[config.mk]
export PLATFORM = sky130hd
export DESIGN_NAME = tmr3_regbank
export DESIGN_NICKNAME = d
export VERILOG_FILES = /design/src/rtl/tmr3_pkg.sv /design/src/rtl/tmr3_addr_dec.sv /design/src/rtl/tmr3_chan_regs.sv /design/src/rtl/tmr3_regbank.sv
export SDC_FILE = /design/constraint.sdc
export NUM_CORES = 1
export LEC_CHECK = 0
export BUFFER_PORTS_ARGS = -buffer_cell sky130_fd_sc_hd__buf_4
export CORE_AREA = 2 2 208 159
export CTS_CLUSTER_DIAMETER = 120
export DETAILED_ROUTE_END_ITERATION = 12
export DIE_AREA = 0 0 210 161
export GPL_TIMING_DRIVEN = 0
export PLACE_DENSITY = 0.8
export SLEW_MARGIN = 10
export SYNTH_ARGS = -nofsm -noshare
export SYNTH_HDL_FRONTEND = slang
export SYNTH_SLANG_ARGS = --single-unit
[constraint.sdc]
create_clock -name clk -period 1.53 [get_ports clk]
set_input_delay 0.153 -clock clk [delete_from_list [all_inputs] [get_ports clk]]
set_output_delay 0.153 -clock clk [all_outputs]
set_load 0.005 [all_outputs]
[src/rtl/tmr3_pkg.sv]
package tmr3_pkg;
  localparam int NCH      = 3;
  localparam int NMATCH   = 3;
  localparam int NKIND    = 11;
  localparam int CLK_W    = 6;
  localparam int CTRL_W   = 6;
  localparam int IRQ_W    = 6;
  localparam int ECTL_W   = 3;
  localparam int RESTART_BIT = 4;
  localparam logic [CTRL_W-1:0] CTRL_RST_VAL = 6'h21;

  typedef enum logic [3:0] {
    K_CLK  = 4'd0,
    K_CTRL = 4'd1,
    K_VAL  = 4'd2,
    K_INTV = 4'd3,
    K_M1   = 4'd4,
    K_M2   = 4'd5,
    K_M3   = 4'd6,
    K_STAT = 4'd7,
    K_IEN  = 4'd8,
    K_ECTL = 4'd9,
    K_EVT  = 4'd10
  } kind_e;
endpackage

[src/rtl/tmr3_addr_dec.sv]
module tmr3_addr_dec
  import tmr3_pkg::*;
#(
  parameter int ADDR_W = 8
) (
  input  logic [ADDR_W-1:0] addr,
  output logic              hit,
  output kind_e             kind,
  output logic [1:0]        chan
);
  localparam int WORD_W = ADDR_W - 2;
  localparam logic [WORD_W-1:0] NCH_V   = WORD_W'(NCH);
  localparam logic [WORD_W-1:0] NKIND_V = WORD_W'(NKIND);

  logic [WORD_W-1:0] word;
  logic [WORD_W-1:0] quot;

  always_comb begin
    word = addr[ADDR_W-1:2];
    quot = word / NCH_V;
    hit  = (addr[1:0] == 2'b00) && (quot < NKIND_V);
    kind = hit ? kind_e'(4'(quot)) : K_CLK;
    chan = 2'(word - quot * NCH_V);
  end
endmodule

[src/rtl/tmr3_chan_regs.sv]
module tmr3_chan_regs
  import tmr3_pkg::*;
#(
  parameter int CNT_W = 16
) (
  input  logic                    clk,
  input  logic                    rst_n,
  input  logic                    wr_hit,
  input  logic                    rd_hit,
  input  kind_e                   kind,
  input  logic [CNT_W-1:0]        wdata,
  input  logic [IRQ_W-1:0]        irq_set,
  input  logic [CNT_W-1:0]        cnt_val,
  input  logic [CNT_W-1:0]        evt_val,
  output logic [CLK_W-1:0]        clk_ctrl,
  output logic [CTRL_W-1:0]       cnt_ctrl,
  output logic [CNT_W-1:0]        intv,
  output logic [NMATCH*CNT_W-1:0] match,
  output logic [IRQ_W-1:0]        irq_en,
  output logic [ECTL_W-1:0]       evt_ctrl,
  output logic                    cnt_rst,
  output logic                    irq,
  output logic [31:0]             rd_word
);
  localparam logic [CTRL_W-1:0] CTRL_KEEP = ~(CTRL_W'(1) << RESTART_BIT);

  logic [CLK_W-1:0]  clk_q,  clk_d;
  logic [CTRL_W-1:0] ctrl_q, ctrl_d;
  logic [CNT_W-1:0]  intv_q, intv_d;
  logic [CNT_W-1:0]  mt_q [NMATCH];
  logic [CNT_W-1:0]  mt_d [NMATCH];
  logic [IRQ_W-1:0]  ien_q,  ien_d;
  logic [ECTL_W-1:0] ectl_q, ectl_d;
  logic [IRQ_W-1:0]  stat_q, stat_d;
  logic              rst_q,  rst_d;
  logic              stat_clr;

  // next state
  always_comb begin
    clk_d  = clk_q;
    ctrl_d = ctrl_q;
    intv_d = intv_q;
    ien_d  = ien_q;
    ectl_d = ectl_q;
    rst_d  = 1'b0;
    for (int m = 0; m < NMATCH; m++) mt_d[m] = mt_q[m];
    stat_clr = rd_hit && (kind == K_STAT);
    stat_d   = (stat_clr ? '0 : stat_q) | irq_set;
    if (wr_hit) begin
      case (kind)
        K_CLK:  clk_d  = wdata[CLK_W-1:0];
        K_CTRL: begin
          ctrl_d = wdata[CTRL_W-1:0] & CTRL_KEEP;
          rst_d  = wdata[RESTART_BIT];
        end
        K_INTV: intv_d = wdata;
        K_IEN:  ien_d  = wdata[IRQ_W-1:0];
        K_ECTL: ectl_d = wdata[ECTL_W-1:0];
        default: ;
      endcase
      for (int m = 0; m < NMATCH; m++) begin
        if (kind == kind_e'(4'(int'(K_M1) + m))) mt_d[m] = wdata;
      end
    end
  end

  // registers
  always_ff @(posedge clk or negedge rst_n) begin
    if (!rst_n) begin
      clk_q  <= '0;
      ctrl_q <= CTRL_RST_VAL;
      intv_q <= '0;
      ien_q  <= '0;
      ectl_q <= '0;
      stat_q <= '0;
      rst_q  <= 1'b0;
      for (int m = 0; m < NMATCH; m++) mt_q[m] <= '0;
    end else begin
      clk_q  <= clk_d;
      ctrl_q <= ctrl_d;
      intv_q <= intv_d;
      ien_q  <= ien_d;
      ectl_q <= ectl_d;
      stat_q <= stat_d;
      rst_q  <= rst_d;
      for (int m = 0; m < NMATCH; m++) mt_q[m] <= mt_d[m];
    end
  end

  // read word for this channel, selected by register kind
  always_comb begin
    rd_word = '0;
    case (kind)
      K_CLK:  rd_word = 32'(clk_q);
      K_CTRL: rd_word = 32'(ctrl_q);
      K_VAL:  rd_word = 32'(cnt_val);
      K_INTV: rd_word = 32'(intv_q);
      K_STAT: rd_word = 32'(stat_q);
      K_IEN:  rd_word = 32'(ien_q);
      K_ECTL: rd_word = 32'(ectl_q);
      K_EVT:  rd_word = 32'(evt_val);
      default: ;
    endcase
    for (int m = 0; m < NMATCH; m++) begin
      if (kind == kind_e'(4'(int'(K_M1) + m))) rd_word = 32'(mt_q[m]);
    end
  end

  generate
    for (genvar m = 0; m < NMATCH; m++) begin : g_mt
      assign match[m*CNT_W +: CNT_W] = mt_q[m];
    end
  endgenerate

  assign clk_ctrl = clk_q;
  assign cnt_ctrl = ctrl_q;
  assign intv     = intv_q;
  assign irq_en   = ien_q;
  assign evt_ctrl = ectl_q;
  assign cnt_rst  = rst_q;
  assign irq      = |(stat_q & ien_q);
endmodule

[src/rtl/tmr3_regbank.sv]
module tmr3_regbank
  import tmr3_pkg::*;
#(
  parameter int ADDR_W = 8,
  parameter int CNT_W  = 16
) (
  input  logic                        clk,
  input  logic                        rst_n,
  input  logic                        wr_en,
  input  logic                        rd_en,
  input  logic [ADDR_W-1:0]           addr,
  input  logic [31:0]                 wdata,
  output logic [31:0]                 rdata,
  input  logic [NCH*CNT_W-1:0]        cnt_val,
  input  logic [NCH*CNT_W-1:0]        evt_val,
  input  logic [NCH*IRQ_W-1:0]        irq_set,
  output logic [NCH*CLK_W-1:0]        clk_ctrl,
  output logic [NCH*CTRL_W-1:0]       cnt_ctrl,
  output logic [NCH*CNT_W-1:0]        intv,
  output logic [NCH*NMATCH*CNT_W-1:0] match,
  output logic [NCH*IRQ_W-1:0]        irq_en,
  output logic [NCH*ECTL_W-1:0]       evt_ctrl,
  output logic [NCH-1:0]              cnt_rst,
  output logic [NCH-1:0]              irq
);
  logic        hit;
  kind_e       kind;
  logic [1:0]  chan;
  logic [31:0] rd_word [NCH];
  logic [31:0] rdata_q, rdata_d;
  logic        unused_wdata_hi;

  assign unused_wdata_hi = ^wdata[31:CNT_W];

  tmr3_addr_dec #(.ADDR_W(ADDR_W)) i_dec (
    .addr (addr),
    .hit  (hit),
    .kind (kind),
    .chan (chan)
  );

  generate
    for (genvar c = 0; c < NCH; c++) begin : g_ch
      logic sel;
      assign sel = hit && (chan == 2'(c));

      tmr3_chan_regs #(.CNT_W(CNT_W)) i_ch (
        .clk      (clk),
        .rst_n    (rst_n),
        .wr_hit   (wr_en && sel),
        .rd_hit   (rd_en && sel),
        .kind     (kind),
        .wdata    (wdata[CNT_W-1:0]),
        .irq_set  (irq_set[c*IRQ_W +: IRQ_W]),
        .cnt_val  (cnt_val[c*CNT_W +: CNT_W]),
        .evt_val  (evt_val[c*CNT_W +: CNT_W]),
        .clk_ctrl (clk_ctrl[c*CLK_W +: CLK_W]),
        .cnt_ctrl (cnt_ctrl[c*CTRL_W +: CTRL_W]),
        .intv     (intv[c*CNT_W +: CNT_W]),
        .match    (match[c*NMATCH*CNT_W +: NMATCH*CNT_W]),
        .irq_en   (irq_en[c*IRQ_W +: IRQ_W]),
        .evt_ctrl (evt_ctrl[c*ECTL_W +: ECTL_W]),
        .cnt_rst  (cnt_rst[c]),
        .irq      (irq[c]),
        .rd_word  (rd_word[c])
      );
    end
  endgenerate

  // read data next state: selected channel word, zero when unmapped
  always_comb begin
    rdata_d = '0;
    if (hit) begin
      for (int c = 0; c < NCH; c++) begin
        if (chan == 2'(c)) rdata_d = rd_word[c];
      end
    end
  end

  // read data register, enabled by the read strobe
  always_ff @(posedge clk or negedge rst_n) begin
    if (!rst_n) begin
      rdata_q <= '0;
    end else if (rd_en) begin
      rdata_q <= rdata_d;
    end
  end

  assign rdata = rdata_q;
endmodule

## Word level (Yosys, flattened, before mapping)

Index checks and enable logic that the tools add are counted.

| word-level totals | value |
|---|---|
| logic and storage cells | 120 |
| register bits after elaboration | 305 |
| input port bits | 158 |

| cells by class | value |
|---|---|
| muxes and demuxes | 24 |
| $mul | 1 |
| reductions and logical operators | 43 |
| eq/ne operators | 12 |
| add/sub/neg operators | 1 |
| bitwise gates (word level) | 6 |
| magnitude comparators | 1 |
| div/mod/pow operators | 1 |

Operators by type and width:

| kind | count |
|---|---|
| $pmux 16 s8 | 3 |
| $mux 16 | 9 |
| $mux 32 | 4 |
| $reduce_and 2->1 | 24 |
| $and 6x6->6 | 3 |
| $mux 6 | 3 |
| $or 6x6->6 | 3 |
| $reduce_or 6->1 | 3 |
| $eq 4x3->1 const B | 4 |
| $logic_and 1x1->1 | 13 |
| $eq 4x4->1 const B | 3 |
| $eq 4x2->1 const B | 2 |
| $div 6x2->6 const B | 1 |
| $lt 6x4->1 const B | 1 |
| $mul 6x2->2 const B | 1 |
| $eq 4x1->1 const B | 1 |
| $logic_not 2->1 | 2 |
| $logic_not 4->1 | 1 |
| $mux 1 | 4 |
| $mux 4 | 1 |
| $eq 2x1->1 const B | 1 |
| $eq 2x2->1 const B | 1 |
| $sub 2x2->2 | 1 |

## Longest topological paths before layout

Gate-level depths: netlist (run 1).

| logic depth | value |
|---|---|
| depth after elaboration | 13 |
| depth in mapped cells | 26 |
| depth with buffers taken out | 20 |

## Modules after synthesis

A second synthesis (run 1) with hierarchy kept.

| second synthesis, totals | value |
|---|---|
| cells, all modules | 1,487 |
| area total of the unflattened synthesis | 16,727.3 µm² |

By module, submodules not included:

| module | instances | cells each | area an instance (µm²) | seq. area each (µm²) |
|---|---|---|---|---|
| tmr3_chan_regs | 3 | 400 | 4,713.3 | 2,279.7 |
| tmr3_regbank | 1 | 209 | 2,034.5 | 800.8 |
| tmr3_addr_dec | 1 | 78 | 553.0 | 0.0 |

## Worst setup path after synthesis (run 1)

No wires, ideal clock.

| path | value |
|---|---|
| path type | input to register |
| start | in addr[6] |
| end | reg g_ch[0].i_ch.intv_q[10] |
| path buffers | 6 |
| setup slack | -3.705 ns |
| arrival | 5.110 ns |
| data required time | 1.405 ns |
| setup time | 0.125 ns |
| cell stages on the path | 23 |
| path through | buf_4 -> buf_4 -> nor3b_1 -> a211o_1 -> and2_1 -> ha_1 -> clkbuf_1 -> nor3b_1 -> o21ai_0 -> a311oi_2 -> a211o_1 -> buf_6 -> buf_2 -> inv_1 -> ha_1 -> inv_1 -> ha_1 -> xor2_1 -> nor2_1 -> nand2_1 -> nor2_1 -> buf_2 -> mux2_2 |

| on the way | value |
|---|---|
| longest elaborated chain between the ends | 7 |

Ends and longest elaborated chain:

| what | RTL line | RTL |
|---|---|---|
| start, declared | tmr3_regbank.sv:11 | `input logic [ADDR_W-1:0] addr,` |
| $div 6x2->6 (*) | tmr3_addr_dec.sv:20 | `quot = word / NCH_V;` |
| $mul 6x2->2 | tmr3_addr_dec.sv:23 | `chan = 2'(word - quot * NCH_V);` |
| $sub 2x2->2 | tmr3_addr_dec.sv:23 |  |
| $logic_not 2->1 | tmr3_regbank.sv:45 | `assign sel = hit && (chan == 2'(c));` |
| $logic_and 1x1->1 | tmr3_regbank.sv:45 |  |
| $logic_and 1x1->1 | tmr3_regbank.sv:50 | `.wr_hit (wr_en && sel),` |
| $reduce_and 2->1 (no line) (*) | -- |  |
| end signal, assigned | tmr3_chan_regs.sv:81 | `intv_q <= intv_d;` |
| end, declared | tmr3_chan_regs.sv:29 | `logic [CNT_W-1:0] intv_q, intv_d;` |

Every way passes the cells marked *; elsewhere a longest branch is shown, timed or not.
A chain may end at the register's enable or synchronous reset.

## Worst setup path after layout (run 1)

| path | value |
|---|---|
| start | in addr[6] |
| end | reg rdata_q[0] (netlist: rdata[0]) |

| on the way | value |
|---|---|
| longest elaborated chain between the ends | 13 |

Ends and longest elaborated chain:

| what | RTL line | RTL |
|---|---|---|
| $div 6x2->6 (*) | tmr3_addr_dec.sv:20 |  |
| branches (longest 11 deep; another with $mul 6x2->2) | -- |  |
| $mux 32 (*) | tmr3_regbank.sv:73 | `if (hit) begin` |
| end signal, assigned | tmr3_regbank.sv:85 | `rdata_q <= rdata_d;` |
| end, declared | tmr3_regbank.sv:30 | `logic [31:0] rdata_q, rdata_d;` |

Every way passes the cells marked *.

==> flow_metrics.py, run 1 <==
metrics = {
    "detailed_routing": {
        "drt_iter0_markers": 1933,
        "detail_route.wl_per_cell_um": 32.6,
        "vias_per_cell": 6.50,
        "route.vias.total": 15100,
        "drt_first_pass_iters": 6,
        "wl_um": 75700,
        "drc": 0,
        "ant_nets": 0,
    },
    "timing": {
        "rsz0062_at_grt": "true",
        "finalHoldViolCount": 0,
        "setup_tns_ns": -728.04,
        "setup_viol": 292,
        "drv_slew": 0,
        "fin_crit_ns": 4.26,
        "worst_pin_slew_ns": 1.12,
        "slew_headroom_pct": 25.7,
        "finalCritPeriodShare_pct": 279,
        "skew_ns": 0.0262,
        "timing.hold.ws_ns": 0.0336,
        "fmax_ghz": 0.234,
        "worst_slack_ns": -2.73,
    },
    "global_route": {
        "gr-total-overflow": 0,
        "grt_pass1_vias": 14900,
        "antenna_found_initial": 2,
        "grt_pass1_wl_um": 105000,
        "grt.total_usage_pct": 42.9,
        "grt_max_degree": 111,
    },
    "cells_and_area": {
        "seq_area_um2": 7250,
        "fin_cells": 2323,
        "post_route_cells_drive_above_1_share_pct": 57.9,
        "mostFrequentLayoutCell": "buf_4",
        "areaGrowthSynthToFinish_pct": 60.5,
        "final_cell_mix": "buf_4, dfrtp_1, mux2_4",
        "multiInputGateArea_um2": 8650,
        "nets": 2051,
        "fillers": 2057,
    },
    "clock_network": {
        "h-tree-depth": 1,
        "clk-insertion-delay-late_ns": 0.60,
        "tritoncts": "done",
        "cts.sinks": 289,
        "cts_max_path_buffers": 3,
        "cts_root_buf": "clkbuf_16",
        "path_clk_slew_ns": 0.07,
        "numCtsBuffers": 30,
    },
    "worst_hold_path": {
        "hold_class": "primary input to register",
    },
    "floorplan": {
        "ios": 451,
        "rows": 57,
        "die_h_um": 161,
        "die-width_um": 210,
        "start_util_pct": 46.1,
        "core_area_um2": 31900,
        "die-area_um2": 33800,
    },
    "critical_path": {
        "cp_top_family": "simple AND/OR/NAND/NOR gates",
        "r2r-start": "g_ch[1].i_ch.intv[2]$_DFFE_PN0P_",
        "path_class": "primary input to register",
        "slowest_stage": "or4_1",
        "crit_start": "addr[6]",
        "path_buf_inv": 6,
        "max_stage_delay_ns": 0.60,
        "crit_end": "rdata[0]$_DFFE_PN0P_",
        "worstSetupPathDepth": 21,
        "r2r-end": "rdata[2]$_DFFE_PN0P_",
        "cp-end-kind": "register",
        "r2r_slack_ns": -0.33,
        "required_ns": 2.03,
        "cp_max_fo": 10,
        "arrival_ns": 4.77,
        "rr_worst_depth": 5,
        "critPathLaunchType": "primary input",
        "crit_chain": "buf_6 > buf_8 > and3b_2 > or3_4 > and2_4 > ha_4 > buf_8 > or4_1 > and2_4 > nor2_4 > inv_2 > ha_4 > a211o_1 > nor3_4 > buf_6 > buf_4 > a22oi_1 > a21oi_1 > nand4b_1 > a31oi_1 > o2bb2ai_1",
    },
    "logic_synthesis": {
        "synth_warnings": 0,
        "synthTopCellsByArea": "dfrtp_1, mux2_2, mux2i_1",
        "synth_ff_type": "dfrtp_1",
        "async_reset_ff_share_pct": 100,
        "synth_top_area_share_pct": 48.1,
        "syn_area_um2": 14700,
        "synth_cells": 1247,
        "seq_area_frac_synth_pct": 49.2,
        "synth_area_leader_cell": "dfrtp_1",
        "yosys_register_bits": 289,
        "synth_edf_count": 0,
        "synthDistinctLibCells": 75,
        "synth.avg_cell_area_um2": 11.8,
    },
    "run_status": {
        "status": "complete, but fails checks",
        "violations": "setup timing",
    },
    "placement": {
        "dp.cells": 2093,
        "gp_congestion": 0.976,
        "pre_cts_ws_ns": -4.13,
        "detailed_place_hpwl_um": 50400,
        "portBuffers": 413,
    },
    "pwr": {
        "peakVddDrop_mv": 0.963,
        "powerDensity_nw_per_um2": 1070,
        "leakagePower_uw": 0.0112,
    },
    "flow_run": {
        "cap_viol_max_count": 0,
    },
}
cell usage after synthesis, types with 8 or more instances:
cell,n
a21oi_1,35
nand3_1,24
nor2_1,39
buf_4,40
nor2_2,14
inv_1,14
clkbuf_1,43
a21o_1,21
a221oi_1,32
o21ai_0,45
buf_6,8
mux2i_1,38
o22ai_1,27
mux2_2,261
dfrtp_1,283
o211ai_1,13
buf_2,27
a22oi_1,39
nand2_1,73
kinds of logic (layout without fill, tap and decap cells):
family | count (synthesis) | after routing | share of synthesized area [%]
multiplexers | 302 | 302 | 22.8
adder cells (fa/ha/maj) | 5 | 5 | 0.425
AO/OA/AOI/OAI | 300 | 300 | 14.8
flip-flops | 289 | 289 | 49.2
other | 1 | 22 | 0.0255
AND/OR/NAND/NOR | 208 | 208 | 7.23
XOR/XNOR | 8 | 8 | 0.476
buffers and inverters | 134 | 776 | 5.08
report_power, final:
part | internal (uW) | switching (uW) | total (uW)
registers | 8070 | 526 | 8590
logic | 4150 | 4360 | 8520
clock network | 4720 | 3320 | 8040
timing repair:
item / CTS / global route
hold buffers: 35 / 1
gates resized for setup: 174 / 70
cloned: 1 / 3
pin swaps: 92 / 47
endpoints found under the setup margin: 292 / 292
buffers inserted: 121 / 21
endpoints found under the hold margin: 123 / 1
per-layer routing:
metal  global-route usage [%]  wire (um)  vias up  share of wire (%)
met4                     18.7       4620        0                6.1
met2                     62.6      31800     1349                 42
met5                        0          0        -                  0
met1                     57.6      28900     7501                 38
li1                         -          -     5924                  -
met3                     15.5      10400      336                 14
worst min path at each step:
stage	start	endpoint	slack, ns	depth (start not counted)
floorplan	rst_n	g_ch[0].i_ch.clk_ctrl[0]$_DFFE_PN0P_	-0.14	0
global placement	irq_set[2]	g_ch[0].i_ch.stat_q[2]$_DFF_PN0_	0.33	2
detailed placement	rst_n	g_ch[2].i_ch.intv[7]$_DFFE_PN0P_	0.15	1
CTS	evt_val[39]	rdata[7]$_DFFE_PN0P_	0.01	5
global route	evt_val[45]	rdata[13]$_DFFE_PN0P_	0.05	4
finish	evt_val[30]	rdata[14]$_DFFE_PN0P_	0.03	5
per-stage QoR:
stage / util [%] / total power, uW / instance area, um^2
finish: 74.1 / 25100 / 23600
global placement: 61.9 / 14200 / 19700
floorplan: - / 11600 / 16100
CTS: 72.4 / 24300 / 23100
global route: 74.1 / 25600 / 23600
detailed placement: 62.0 / 14300 / 19800
registers in the layout, summed over array words and instances, names as in the netlist, 9 cells and up:
register,cells
g_ch.i_ch.cnt_ctrl,15
g_ch.i_ch.match,144
g_ch.i_ch.clk_ctrl,18
rdata,16
g_ch.i_ch.intv,48
g_ch.i_ch.stat_q,18
g_ch.i_ch.evt_ctrl,9
g_ch.i_ch.irq_en,18
final cells by class:
class | instances | share of cell area, %
tap | 413 | 2.19
multi-input combinational | 842 | 36.6
clock buffer | 42 | 3.79
clock inverter | 9 | 0.662
sequential | 289 | 30.7
timing repair buffer | 594 | 21.5
buffer | 116 | 4.19
antenna | 3 | 0.0318
inverter | 15 | 0.302
worst reg2reg max path, cell delays in order (launching register included):
cell and delay [ns]:
dfrtp_1 0.43, mux2i_1 0.21, nor2_1 0.11, a2111oi_1 0.44
o21ai_1 0.26, a32o_1 0.31
Power figures use the tool's default switching activity.
==> inputs of run 2 (changes only) <==
--- a/config.mk
+++ b/config.mk
@@ -6,12 +6,12 @@
 export NUM_CORES = 1
 export LEC_CHECK = 0
 export BUFFER_PORTS_ARGS = -buffer_cell sky130_fd_sc_hd__buf_4
-export CORE_AREA = 2 2 208 159
+export CORE_AREA = 2 2 198 151
 export CTS_CLUSTER_DIAMETER = 120
 export DETAILED_ROUTE_END_ITERATION = 12
-export DIE_AREA = 0 0 210 161
+export DIE_AREA = 0 0 200 153
 export GPL_TIMING_DRIVEN = 0
-export PLACE_DENSITY = 0.8
+export PLACE_DENSITY = 0.84
 export SLEW_MARGIN = 10
 export SYNTH_ARGS = -nofsm -noshare
 export SYNTH_HDL_FRONTEND = slang
==> constraint.sdc (replaced) <==
create_clock -name clk -period 4.5 [get_ports clk]
set_input_delay 0.45 -clock clk [delete_from_list [all_inputs] [get_ports clk]]
set_output_delay 0.45 -clock clk [all_outputs]
set_load 0.01 [all_outputs]
==> run 2 against run 1 <==
The run now ends clean. Cell count fell by 5.3%. Combinational power fell by 71%. Flip-flop and latch count did not move. Die area fell by 9.5%. Non-clock buffer count fell by 107. Utilization fell by 0.39 points. Clock skew fell by 0.011 ns. Hold slack improved by 0.0070 ns. Power fell by 68%. Worst setup slack improved by 2.9 ns. Sequential power fell by 66%.
==> flow_metrics.py, run 2 (synthesis gave the netlist of run 1 again) <==
metrics = {
    "cells_and_area": {
        "largest_reg_flops": 144,
        "fin_cells": 2199,
        "mostFrequentLayoutCell": "buf_4",
        "final_cell_mix": "buf_4, dfrtp_1, mux2_2",
        "nets": 1945,
        "post_route_cells_drive_above_1_share_pct": 54.8,
        "areaGrowthSynthToFinish_pct": 43.8,
    },
    "critical_path": {
        "crit_chain": "buf_4 > buf_8 > buf_6 > nor3b_1 > a211o_1 > and2_4 > ha_4 > buf_4 > a2111o_1 > and2_4 > nor2_4 > buf_4 > nor2_1 > clkbuf_1 > clkbuf_1 > a21oi_1 > o221ai_4 > o2111ai_2 > o2bb2ai_1",
        "cp_max_fo": 10,
        "r2r-start": "g_ch[1].i_ch.cnt_ctrl[2]$_DFFE_PN0P_",
        "path_class": "primary input to register",
        "arrival_ns": 4.88,
        "cpMostUsedCell": "buf_4",
        "r2r_slack_ns": 2.74,
        "rr_worst_depth": 5,
        "required_ns": 5.01,
        "r2r-end": "rdata[2]$_DFFE_PN0P_",
        "path_buf_inv": 7,
        "max_stage_delay_ns": 0.83,
        "cp-end-kind": "register",
        "slowest_stage": "clkbuf_1",
        "cp_top_family": "buffers and inverters",
        "critPathLaunchType": "primary input",
    },
    "timing": {
        "setup_viol": 0,
        "finalCritPeriodShare_pct": 97.0,
        "slew_headroom_pct": 20.4,
        "finalHoldViolCount": 0,
        "worst_slack_ns": 0.133,
        "worst_pin_slew_ns": 1.19,
        "skew_ns": 0.0150,
        "drv_slew": 0,
        "rsz0062_at_grt": "false",
        "fin_crit_ns": 4.37,
        "fmax_ghz": 0.229,
    },
    "placement": {
        "portBuffers": 413,
        "pre_cts_ws_ns": -1.67,
        "dp.cells": 2072,
        "detailed_place_hpwl_um": 48700,
        "gp_congestion": 0.982,
    },
    "pwr": {
        "peakVddDrop_mv": 0.352,
        "pwr-share-seq_pct": 35.6,
        "combPwrFrac_pct": 30.4,
        "leakagePower_uw": 0.0103,
        "p_sw_share_pct": 33.2,
        "intPower_uw": 5430,
        "p_sw_uw": 2700,
        "pwr-share-clk_pct": 34.0,
        "powerDensity_nw_per_um2": 384,
    },
    "global_route": {
        "grt_max_degree": 105,
        "top_usage_layer": "met2",
        "grt_pass1_wl_um": 96900,
        "antenna_found_initial": 3,
        "use_met3_pct": 17.8,
        "grt.total_usage_pct": 44.3,
        "gr-usage-met2_pct": 63.8,
        "gr-total-overflow": 0,
        "grt_use_met1_pct": 59.3,
        "grt_pass1_vias": 14000,
    },
    "detailed_routing": {
        "drt_first_pass_iters": 6,
        "wl_um": 69400,
        "drt_iter0_markers": 1969,
        "ant_nets": 0,
        "route.vias.total": 14400,
        "vias_per_cell": 6.57,
        "detail_route.wl_per_cell_um": 31.6,
        "drc": 0,
    },
    "worst_hold_path": {
        "holdCritStartpoint": "irq_set[6]",
        "hold_class": "primary input to register",
        "hold_end": "g_ch[1].i_ch.stat_q[0]$_DFF_PN0_",
        "whs_path_depth": 2,
    },
    "clock_network": {
        "cts_root_buf": "clkbuf_16",
        "cts.sinks": 289,
        "tritoncts": "done",
        "cts_max_path_buffers": 3,
        "h-tree-depth": 1,
        "clk-insertion-delay-late_ns": 0.59,
        "numCtsBuffers": 31,
        "path_clk_slew_ns": 0.06,
    },
    "floorplan": {
        "die-area_um2": 30600,
        "core_area_um2": 28700,
        "ios": 451,
        "die_h_um": 153,
        "rows": 54,
        "start_util_pct": 51.2,
        "die-width_um": 200,
    },
    "flow_run": {
        "cap_viol_max_count": 0,
    },
    "run_status": {
        "status": "finished clean",
    },
}
==> run 2: timing repair <==
item | 4_1_cts | 5_1_grt
hold endpoints to repair | 87 | 0
endpoints found under the setup margin | 288 | 267
resized for setup | 71 | 51
hold buffers | 1 | 0
cloned | 0 | 2
pin swaps | 34 | 31
buffers inserted | 39 | 30
==> run 2: final cells by class <==
class / instances / area [um^2]
inverters: 15 / 61.3
fillers: 1979 / 7560
well taps: 392 / 490
flip-flops and latches: 289 / 7240
clock buffers: 42 / 887
multi-input cells: 842 / 7580
clock inverters: 15 / 189
repair buffers: 487 / 3840
plain buffers: 116 / 873
diodes: 1 / 2.50
==> run 2: layer usage <==
layer  vias up  wire (um)
li1       5720          -
met1      7198      25800
met2      1260      29700
met3       265      10400
met4         2       3470
met5         -         15
==> run 2: through the flow <==
step / setup TNS (ns) / area [um^2] / hold slack (ns) / utilization (%) / total power [uW]
floorplan: -1.49 / 15300 / 0.154 / - / 3900
global placement: -269.62 / 18900 / 0.468 / 65.7 / 4810
detailed placement: -287.11 / 18900 / 0.485 / 65.9 / 4850
CTS: -0.0398 / 20600 / 0.0386 / 71.8 / 7850
global route: 0 / 21200 / 0.0359 / 73.7 / 8290
finish: 0 / 21200 / 0.0406 / 73.7 / 8130
==> run 2: worst max path at each step <==
stage | cells past startpoint | slack, ns | from | end
6_report | 19 | 0.13 | addr[6] | rdata[6]$_DFFE_PN0P_
3_3_place_gp | 22 | -1.57 | addr[6] | rdata[5]$_DFFE_PN0P_
3_5_place_dp | 22 | -1.67 | addr[6] | rdata[5]$_DFFE_PN0P_
4_1_cts | 22 | -0.03 | addr[6] | rdata[5]$_DFFE_PN0P_
5_1_grt | 23 | 0.03 | addr[6] | g_ch[2].i_ch.match[25]$_DFFE_PN0P_
2_1_floorplan | 24 | -0.13 | addr[6] | rdata[0]$_DFFE_PN0P_
==> run 2: power by group through the flow <==
stage	clock, uW	combinational, uW	sequential, uW
after floorplan	0	950	2950
after global placement	0	1890	2920
after detailed placement	0	1930	2930
after CTS	2740	2230	2890
after global routing	2860	2540	2900
final	2760	2470	2900
==> run 2: worst reg2reg max path, cell delays in order (launching register included) <==
cell and delay [ns]:
dfrtp_1 0.41, a22oi_1 0.18, a22oi_1 0.13, a2111oi_1 0.37, o21ai_1 0.24, a32o_1 0.31
==> inputs of run 3 (changes only) <==
--- a/config.mk
+++ b/config.mk
@@ -6,12 +6,12 @@
 export NUM_CORES = 1
 export LEC_CHECK = 0
 export BUFFER_PORTS_ARGS = -buffer_cell sky130_fd_sc_hd__buf_4
-export CORE_AREA = 2 2 198 151
+export CORE_AREA = 2 2 240 183
 export CTS_CLUSTER_DIAMETER = 120
 export DETAILED_ROUTE_END_ITERATION = 12
-export DIE_AREA = 0 0 200 153
+export DIE_AREA = 0 0 242 185
 export GPL_TIMING_DRIVEN = 0
-export PLACE_DENSITY = 0.84
+export PLACE_DENSITY = 0.62
 export SLEW_MARGIN = 10
 export SYNTH_ARGS = -nofsm -noshare
 export SYNTH_HDL_FRONTEND = slang
==> run 3 against run 2 <==
Sequential share of layout area decreased by 0.077 points. Non-clock buffer count decreased by 18. Cell count increased by 7.8%. Via count decreased by 3.8%. Clock power increased by 1%. Count of clock-buffer cells in the layout increased by 5. Die area increased by 46%. Hold slack improved by 0.045 ns. Largest cell class unchanged.
==> flow_metrics.py, run 3 (synthesis gave the netlist of run 1 again) <==
metrics = {
    "cells_and_area": {
        "areaGrowthSynthToFinish_pct": 44.1,
        "nets": 1930,
        "multiInputGateArea_um2": 7460,
        "fillers": 3949,
        "fin_cells": 2371,
        "mostFrequentLayoutCell": "buf_4",
        "seq_area_um2": 7240,
        "post_route_cells_drive_above_1_share_pct": 53.7,
        "largest_reg_flops": 144,
        "final_cell_mix": "buf_4, dfrtp_1, mux2_2",
        "design_area_um2": 21200,
    },
    "placement": {
        "portBuffers": 413,
        "detailed_place_hpwl_um": 53700,
        "dp.cells": 2259,
        "placed_cell_area_um2": 19200,
        "gp_congestion": 0.934,
    },
    "critical_path": {
        "critPathLaunchType": "primary input",
        "crit_chain": "buf_8 > and3b_1 > or3_4 > and2_4 > ha_4 > buf_8 > xor2_1 > o21ai_1 > a311oi_2 > a211o_1 > buf_12 > inv_6 > ha_4 > nor4b_4 > o21ai_1 > a21boi_4 > nand3_2 > o21ai_4 > buf_8 > buf_12 > a22oi_2 > nand4b_1 > a31oi_1 > o2bb2ai_1",
        "slowest_stage": "a311oi_2",
        "path_buf_inv": 6,
        "cp-end-kind": "register",
        "max_stage_delay_ns": 0.39,
        "arrival_ns": 4.83,
        "required_ns": 4.91,
        "path_class": "primary input to register",
        "cp_max_fo": 11,
        "cpMostUsedCell": "buf_8",
        "cp_top_family": "compound AO/OA/AOI/OAI gates",
    },
    "clock_network": {
        "tritoncts": "done",
        "h-tree-depth": 2,
        "cts_root_buf": "clkbuf_16",
        "numCtsBuffers": 34,
        "path_clk_slew_ns": 0.07,
        "cts_max_path_buffers": 3,
        "cts.sinks": 289,
        "clk-insertion-delay-late_ns": 0.54,
    },
    "timing": {
        "fin_crit_ns": 4.42,
        "finalCritPeriodShare_pct": 98.3,
        "fmax_ghz": 0.226,
        "setup_viol": 0,
        "setup_tns_ns": 0,
        "worst_pin_slew_ns": 1.11,
        "slew_headroom_pct": 26.1,
        "drv_slew": 0,
        "skew_ns": 0.0224,
        "finalHoldViolCount": 0,
    },
    "global_route": {
        "grt_pass1_wl_um": 102000,
        "grt_pass1_vias": 13700,
        "grt_max_degree": 99,
        "grt.total_usage_pct": 32.0,
        "antenna_found_initial": 1,
        "gr-total-overflow": 0,
    },
    "pwr": {
        "total_power_uw": 8020,
        "pwr-share-seq_pct": 36.1,
        "powerDensity_nw_per_um2": 378,
        "leakagePower_uw": 0.0102,
        "peakVddDrop_mv": 0.254,
        "p_sw_uw": 2650,
        "intPower_uw": 5370,
        "p_sw_share_pct": 33.0,
        "pwr-share-clk_pct": 34.9,
        "combPwrFrac_pct": 29.0,
    },
    "detailed_routing": {
        "drt_iter0_markers": 1511,
        "drt_first_pass_iters": 5,
        "wl_um": 74300,
        "vias_per_cell": 5.86,
        "detail_route.wl_per_cell_um": 31.3,
        "route.vias.total": 13900,
        "drc": 0,
        "ant_nets": 0,
    },
    "run_status": {
        "status": "finished clean",
    },
    "floorplan": {
        "core_area_um2": 42600,
        "ios": 451,
        "start_util_pct": 34.5,
        "die_h_um": 185,
        "die-width_um": 242,
        "die-area_um2": 44800,
        "rows": 66,
    },
    "flow_run": {
        "cap_viol_max_count": 0,
    },
    "worst_hold_path": {
        "hold_class": "primary input to register",
    },
}
[run 3: timing repair]
item / in CTS / in global routing
endpoints found under the hold margin: 41 / 0
pin swaps: 35 / 17
endpoints found under the setup margin: 289 / 264
gates cloned: 2 / 1
buffers inserted: 45 / 3
resized for setup: 74 / 24
hold buffers: 1 / 0
[run 3: final timing paths]
kind | start | endpoint | slack (ns) | cells after the start
worst max-delay path | addr[6] | rdata[0]$_DFFE_PN0P_ | 0.08 | 24
worst min-delay path | irq_set[16] | g_ch[2].i_ch.stat_q[4]$_DFF_PN0_ | 0.09 | 2
worst max register to register | g_ch[1].i_ch.match[32]$_DFFE_PN0P_ | rdata[0]$_DFFE_PN0P_ | 2.72 | 5
worst min register to register | rdata[5]$_DFFE_PN0P_ | rdata[5]$_DFFE_PN0P_ | 0.49 | 2
max in group asynchronous | rst_n | g_ch[2].i_ch.match[47]$_DFFE_PN0P_ | 2.79 | 4
min in group asynchronous | rst_n | g_ch[0].i_ch.evt_ctrl[2]$_DFFE_PN0P_ | 0.40 | 2
[run 3: worst reg2reg max path: stages, from the launching register on]
cell	delay, ns
dfrtp_1	0.45
a22oi_1	0.21
o21ai_0	0.14
or4_4	0.56
a31oi_1	0.19
o2bb2ai_1	0.10
[run 3: layout make-up]
type | count | share of cell area [%]
multi-input combinational | 842 | 35.2
sequential | 289 | 34.1
timing repair buffer | 468 | 17.5
clock buffer | 47 | 4.77
buffer | 117 | 4.17
tap | 578 | 3.41
clock inverter | 12 | 0.478
inverter | 15 | 0.289
antenna | 3 | 0.0354
[run 3: power by group through the flow]
stage | clock network (uW) | registers, uW | logic [uW]
floorplan | 0 | 2950 | 950
finish | 2800 | 2890 | 2320
CTS | 2830 | 2890 | 2230
global route | 2920 | 2900 | 2390
global placement | 0 | 2920 | 1930
detailed placement | 0 | 2930 | 1950
[run 3: per-stage QoR]
| step | util (%) | setup slack [ns] | hold slack [ns] |
|---|---|---|---|
| CTS | 49.4 | 0.0114 | 0.0707 |
| global placement | 44.8 | -1.97 | 0.469 |
| finish | 49.8 | 0.0778 | 0.0855 |
| detailed placement | 45.0 | -1.90 | 0.376 |
| global route | 49.7 | -0.00350 | 0.0845 |
| floorplan | - | -0.128 | 0.154 |
[run 3: layer usage]
layer	GRT usage [%]	share of wire, %	vias up
li1	-	-	5696
met1	43.2	41	7114
met2	47.5	43	914
met3	10.1	11	172
met4	13.2	4.4	2
met5	0	0.018	-
